--- src/rtl/ptw_pkg.sv ---
package ptw_pkg;
  typedef enum logic [2:0] {
    ST_IDLE,
    ST_RD_OUTER,
    ST_WT_OUTER,
    ST_RD_INNER,
    ST_WT_INNER,
    ST_DONE,
    ST_FAULT
  } walk_state_t;

  typedef enum logic [1:0] {
    FK_NONE  = 2'd0,
    FK_BOUND = 2'd1,
    FK_OUTER = 2'd2,
    FK_INNER = 2'd3
  } fault_kind_t;

  // log2 of the entry size in bytes
  localparam int ENT_LG = 2;
endpackage

--- src/rtl/ptw_entry_decode.sv ---
module ptw_entry_decode #(
  parameter int ADDR_W = 32,
  parameter int OFF_W  = 12,
  parameter int PERM_W = 3
) (
  input  logic [ADDR_W-1:0]       entry,
  output logic                    ent_valid,
  output logic [ADDR_W-OFF_W-1:0] ent_frame,
  output logic [PERM_W-1:0]       ent_perm
);
  logic unused_mid;

  assign ent_valid  = entry[0];
  assign ent_perm   = entry[PERM_W:1];
  assign ent_frame  = entry[ADDR_W-1:OFF_W];
  assign unused_mid = ^entry[OFF_W-1:PERM_W+1];
endmodule

--- src/rtl/ptw_addr_gen.sv ---
module ptw_addr_gen #(
  parameter int ADDR_W = 32,
  parameter int IDX_W  = 10,
  parameter int ENT_LG = 2
) (
  input  logic [ADDR_W-1:0]              base,
  input  logic [IDX_W-1:0]               outer_idx,
  input  logic [ADDR_W-IDX_W-ENT_LG-1:0] table_frame,
  input  logic [IDX_W-1:0]               inner_idx,
  output logic [ADDR_W-1:0]              outer_addr,
  output logic [ADDR_W-1:0]              inner_addr
);
  localparam int PAD_W = ADDR_W - IDX_W - ENT_LG;

  assign outer_addr = base + {{PAD_W{1'b0}}, outer_idx, {ENT_LG{1'b0}}};
  assign inner_addr = {table_frame, inner_idx, {ENT_LG{1'b0}}};
endmodule

--- src/rtl/pt_walker.sv ---
module pt_walker #(
  parameter int ADDR_W = 32,
  parameter int IDX_W  = 10,
  parameter int PERM_W = 3
) (
  input  logic                              clk,
  input  logic                              rst,
  input  logic                              req_valid,
  output logic                              req_ready,
  input  logic [ADDR_W-1:0]                 req_vaddr,
  input  logic [ADDR_W-1:0]                 req_base,
  input  logic [IDX_W:0]                    req_len,
  output logic                              mem_req_valid,
  input  logic                              mem_req_ready,
  output logic [ADDR_W-1:0]                 mem_req_addr,
  input  logic                              mem_rsp_valid,
  input  logic [ADDR_W-1:0]                 mem_rsp_data,
  output logic                              rsp_valid,
  output logic                              rsp_fault,
  output logic [1:0]                        rsp_kind,
  output logic [ADDR_W-IDX_W-ptw_pkg::ENT_LG-1:0] rsp_frame,
  output logic [PERM_W-1:0]                 rsp_perm,
  output logic [ADDR_W-1:0]                 rsp_paddr
);
  import ptw_pkg::*;

  // page offset width equals inner index plus entry size, so one inner table fills one page
  localparam int OFF_W   = IDX_W + ENT_LG;
  localparam int FRAME_W = ADDR_W - OFF_W;
  localparam int LOW_W   = OFF_W + IDX_W;

  walk_state_t             state_q;
  fault_kind_t             kind_q;
  logic [LOW_W-1:0]        vlow_q;
  logic [FRAME_W-1:0]      frame_q;
  logic [PERM_W-1:0]       perm_q;
  logic [ADDR_W-1:0]       addr_q;

  logic [IDX_W-1:0]        p1_in;
  logic [ADDR_W-1:0]       outer_addr;
  logic [ADDR_W-1:0]       inner_addr;
  logic                    dec_valid;
  logic [FRAME_W-1:0]      dec_frame;
  logic [PERM_W-1:0]       dec_perm;

  assign p1_in = req_vaddr[ADDR_W-1 -: IDX_W];

  ptw_addr_gen #(
    .ADDR_W(ADDR_W), .IDX_W(IDX_W), .ENT_LG(ENT_LG)
  ) u_addr (
    .base       (req_base),
    .outer_idx  (p1_in),
    .table_frame(dec_frame),
    .inner_idx  (vlow_q[OFF_W +: IDX_W]),
    .outer_addr (outer_addr),
    .inner_addr (inner_addr)
  );

  ptw_entry_decode #(
    .ADDR_W(ADDR_W), .OFF_W(OFF_W), .PERM_W(PERM_W)
  ) u_dec (
    .entry    (mem_rsp_data),
    .ent_valid(dec_valid),
    .ent_frame(dec_frame),
    .ent_perm (dec_perm)
  );

  always_ff @(posedge clk) begin
    if (rst) begin
      state_q <= ST_IDLE;
      kind_q  <= FK_NONE;
      vlow_q  <= '0;
      frame_q <= '0;
      perm_q  <= '0;
      addr_q  <= '0;
    end else begin
      unique case (state_q)
        ST_IDLE: begin
          if (req_valid) begin
            vlow_q <= req_vaddr[LOW_W-1:0];
            addr_q <= outer_addr;
            kind_q <= FK_NONE;
            if ({1'b0, p1_in} >= req_len) begin
              kind_q  <= FK_BOUND;
              state_q <= ST_FAULT;
            end else begin
              state_q <= ST_RD_OUTER;
            end
          end
        end
        ST_RD_OUTER: if (mem_req_ready) state_q <= ST_WT_OUTER;
        ST_WT_OUTER: begin
          if (mem_rsp_valid) begin
            if (!dec_valid) begin
              kind_q  <= FK_OUTER;
              state_q <= ST_FAULT;
            end else begin
              addr_q  <= inner_addr;
              state_q <= ST_RD_INNER;
            end
          end
        end
        ST_RD_INNER: if (mem_req_ready) state_q <= ST_WT_INNER;
        ST_WT_INNER: begin
          if (mem_rsp_valid) begin
            if (!dec_valid) begin
              kind_q  <= FK_INNER;
              state_q <= ST_FAULT;
            end else begin
              frame_q <= dec_frame;
              perm_q  <= dec_perm;
              state_q <= ST_DONE;
            end
          end
        end
        default: state_q <= ST_IDLE;
      endcase
    end
  end

  assign req_ready     = (state_q == ST_IDLE);
  assign mem_req_valid = (state_q == ST_RD_OUTER) || (state_q == ST_RD_INNER);
  assign mem_req_addr  = addr_q;
  assign rsp_valid     = (state_q == ST_DONE) || (state_q == ST_FAULT);
  assign rsp_fault     = (state_q == ST_FAULT);
  assign rsp_kind      = kind_q;
  assign rsp_frame     = frame_q;
  assign rsp_perm      = perm_q;
  assign rsp_paddr     = {frame_q, vlow_q[OFF_W-1:0]};
endmodule

--- config.mk ---
export PLATFORM = sky130hd
export DESIGN_NAME = pt_walker
export DESIGN_NICKNAME = d
export VERILOG_FILES = /design/src/rtl/ptw_pkg.sv /design/src/rtl/ptw_entry_decode.sv /design/src/rtl/ptw_addr_gen.sv /design/src/rtl/pt_walker.sv
export SDC_FILE = /design/constraint.sdc
export NUM_CORES = 1
export LEC_CHECK = 0
export BUFFER_PORTS_ARGS = -buffer_cell sky130_fd_sc_hd__buf_2
export CAP_MARGIN = 30
export CORE_MARGIN = 3
export CORE_UTILIZATION = 45
export CTS_BUF_LIST = sky130_fd_sc_hd__clkbuf_8 sky130_fd_sc_hd__clkbuf_16
export DETAILED_ROUTE_END_ITERATION = 8
export GPL_TIMING_DRIVEN = 0
export PLACE_DENSITY_LB_ADDON = 0.05
export SLEW_MARGIN = 10
export SYNTH_ARGS = -nofsm -noshare
export SYNTH_HDL_FRONTEND = slang
export SYNTH_SLANG_ARGS = --single-unit
--- constraint.sdc ---
create_clock -name clk -period 2.8 [get_ports clk]
set_input_delay 0.42 -clock clk [delete_from_list [all_inputs] [get_ports clk]]
set_output_delay 0.42 -clock clk [all_outputs]
set_load 0.01 [all_outputs]
==> summary.md <==
| Metric | Value |
|---|---|
| CP Class | register to register |
| I/O pins | 205 |
| Clock slew at reported path FFs | 0.10 ns |
| Post-Synth Simple-Gate Area | 22.60% |
| Final hold vios | 0 |
| Hold Slack | 0.2810 ns |
| Skew final | 0.01335 ns |
| Rel. slew slack | 56.49% |
| Max-slew violations | 0 |
| Fmax | 406.7 MHz |
| DIE AREA | 11670 um2 |
| Proportion of synthesized area in mux cells | 0.4275% |
| Max Buffers Root-to-Sink | 2 |
| Compound-cell area share of the yosys netlist | 23.83% |
| Synth Flop Type | dfxtp_1 |
| Worst setup EP type | register |
| Worst-Skew Late Latency | 0.36 ns |
| HP Start | req_vaddr[10] |
| Status | complete, no violations |
| Post-CTS resize count | 0 |
| Worst hold stages | 3 |
| Largest family of logic cells by synthesized area | compound AO/OA/AOI/OAI gates |
| Max-cap violations | 0 |
| Critical path peak fanout | 10 |
| Initial Util | 47.05% |
| Hold path endpoint | vlow_q[10] |
| CTS Sinks | 82 |
| Required @ worst endpoint | 3.08 ns |
| Util after Layout | 61.15% |
| Detailed Route WL | 15.18 mm |
| Pin count of the biggest net entering global routing | 17 |
| Hold buffer count at cts | 0 |
| WL per Instance | 15.68 um |
| R2R Setup Slk | 0.34 ns |
| Global-route wire length before repair | 23.38 mm |
| Core ar. | 9955 um2 |
| Worst slew pin tran | 0.6527 ns |
| Placed Cells incl. Taps | 952 |
| FILL cells | 948 |
| Postcts setup bufs | 0 |
| Placed inst area | 5831 um2 |
| Vias per cell | 5.303 |
| Cell Pwr Density | 736.8 nW/um2 |
| H-tree depth | 3 |
| Worst Setup Start Kind | register |
| Post-synthesis xor/xnor area fraction | 4.114% |
| Layout Cell Area excl Fill | 6087 um2 |
| Die Ht | 108.0 um |
| Gate Count Post-Synth | 623 |
| R2R Path Start | state_q[1] |
| Hold Crit Class | input port to register |
| Initial antenna violation count | 0 |
| Worst Path Arrival | 2.74 ns |
| YS warnings | 0 |
| GRT Util Overall | 25.42% |
| Global route overflow | 0 |
| Vias | 5133 |
| Setup TNS | 0 ns |
| Syn_area_per_cell | 7.517 um2 |
| I/O Buffers | 196 |
| Cell area after synthesis | 4683 um2 |
| Post-layout min period | 2.459 ns |
| Mapped Nets | 756 |
| Final setup viols | 0 |
| CTS root buf | clkbuf_8 |
| Ant diodes | 0 |
| Ys async rst share | 0% |
| Critical R2R Capture | mem_req_addr[30] |
| Final nets | 963 |
| CTS buffer count | 9 |
| Tcrit/Tclk final | 87.81% |
| VDD IR max | 0.3682 mV |
| Yosys reg bits | 82 |
| Post-synth EDFFs | 0 |
| Vias in the first global route | 4776 |
| Netlist cell types | 55 |
| Worst r2r path cells | 7 |
| Die width | 108.0 um |
| Synth-to-layout area growth | 29.98% |
| Sequential area share after synthesis | 35.05% |
| Leak pwr | 2.838 nW |
| Drt pass-1 iters | 5 |
| HPWL after DPL | 11.90 mm |
| Initial DRC count | 259 |
| Placer congestion estimate | 0.8750 |
| Post-Layout Cell Count | 968 |
| Unrepaired setup endpoints after global routing | no |
| Synth Area in Adders | 5.771% |
| ANT nets after route | 0 |
| Layout cells sized above 1 | 29.94% |
| Post-route DRC violation count | 0 |
| CTS tree | done |
| # rows | 36 |
## power breakdown
group | internal [mW] | switching [mW]
Clock | 0.615 | 0.510
Combinational | 0.657 | 1.15
Sequential | 1.42 | 0.141
Total | 2.69 | 1.80
## cells in the mapped netlist (3+ instances only)
| master | n | area (um2) |
|---|---|---|
| a21oi_1 | 89 | 445.4 |
| ha_1 | 20 | 250.2 |
| inv_1 | 21 | 78.83 |
| xor2_1 | 4 | 35.03 |
| a211o_1 | 3 | 26.28 |
| a2111oi_0 | 3 | 26.28 |
| nor3_1 | 13 | 65.06 |
| a211oi_1 | 12 | 90.09 |
| or3_1 | 3 | 18.77 |
| and3_1 | 12 | 75.07 |
| a31oi_1 | 5 | 31.28 |
| a311oi_1 | 5 | 43.79 |
| a21boi_1 | 3 | 22.52 |
| buf_4 | 20 | 150.1 |
| a221oi_1 | 6 | 52.55 |
| nand2b_1 | 3 | 18.77 |
| nor2b_1 | 6 | 37.54 |
| o22ai_1 | 7 | 43.79 |
| dfxtp_1 | 82 | 1642 |
| nand2_1 | 127 | 476.7 |
| nand3_1 | 21 | 105.1 |
| xnor2_1 | 18 | 157.7 |
| buf_2 | 7 | 35.03 |
| clkbuf_1 | 31 | 116.4 |
| and2_1 | 4 | 25.02 |
| a21o_1 | 5 | 37.54 |
| o21ai_0 | 21 | 105.1 |
| o211ai_1 | 3 | 22.52 |
| nor2_1 | 32 | 120.1 |
| nand4_1 | 5 | 31.28 |
| or2_2 | 3 | 18.77 |
## sequential cells by signal (all words and copies together), names as in the netlist
name	flops
rsp_frame	20
state_q	3
rsp_perm	3
vlow_q	22
rsp_kind	2
mem_req_addr	32
## kinds of logic (layout without fill, tap and decap cells)
group	after synthesis	count (layout)
adder cells (fa/ha/maj)	21	21
XOR/XNOR	22	22
AND/OR/NAND/NOR	237	237
flip-flops	82	82
buffers and inverters	80	292
AO/OA/AOI/OAI	179	179
multiplexers	2	2
## cell usage in the layout (no fill, tap or decap), drive strengths merged, types with 4 or more instances in the layout
master / instances
nand3: 21
inv: 25
and3: 12
xnor2: 18
nor2b: 6
a211oi: 12
ha: 20
a21boi: 4
a31oi: 6
clkbuf: 40
dfxtp: 82
a311oi: 5
nor2: 32
xor2: 4
nand2: 128
o22ai: 8
a221oi: 6
nand4: 5
a21oi: 89
nor3: 14
a2111oi: 4
o21ai: 23
and2: 4
buf: 224
a21o: 5
## worst max-delay path, stage by stage (launching register included)
cell and delay [ns]:
dfxtp_1 0.43, inv_1 0.12, nor3_1 0.25, clkbuf_1 0.54
clkbuf_1 0.52, and3_1 0.24, a21oi_1 0.05, o22ai_1 0.22
## worst max path at each step
stage / start / to / slack, ns / cells past startpoint
after global routing: state_q[1] / mem_req_addr[6] / 0.16 / 8
final: state_q[1] / mem_req_addr[30] / 0.34 / 7
after CTS: state_q[1] / mem_req_addr[30] / 0.41 / 7
after floorplan: req_vaddr[22] / mem_req_addr[12] / 0.57 / 8
after detailed placement: req_vaddr[22] / mem_req_addr[12] / 0.16 / 9
after global placement: req_vaddr[22] / mem_req_addr[12] / 0.19 / 9
## through the flow
| step | setup slack [ns] | power (mW) |
|---|---|---|
| after detailed placement | 0.1612 | 3.371 |
| after global routing | 0.1641 | 4.767 |
| after floorplan | 0.5663 | 2.670 |
| after CTS | 0.4064 | 4.491 |
| after global placement | 0.1940 | 3.331 |
| final | 0.3412 | 4.485 |
## final cells by class
class | instances | area (um2) | area share [%]
sequential | 82 | 1642 | 26.97
buffer | 59 | 305.3 | 5.015
clock inverter | 7 | 132.6 | 2.179
timing repair buffer | 196 | 980.9 | 16.12
tap | 133 | 166.4 | 2.734
inverter | 21 | 78.83 | 1.295
multi-input combinational | 461 | 2658 | 43.66
clock buffer | 9 | 123.9 | 2.035
## layer usage
| metal | wire length, um | GRT usage [%] |
|---|---|---|
| met1 | 6448 | 32.63 |
| met2 | 7403 | 43.92 |
| met3 | 1168 | 4.179 |
| met4 | 156 | 7.574 |
| met5 | 0 | 0 |
(Power assumes the default switching activity.)
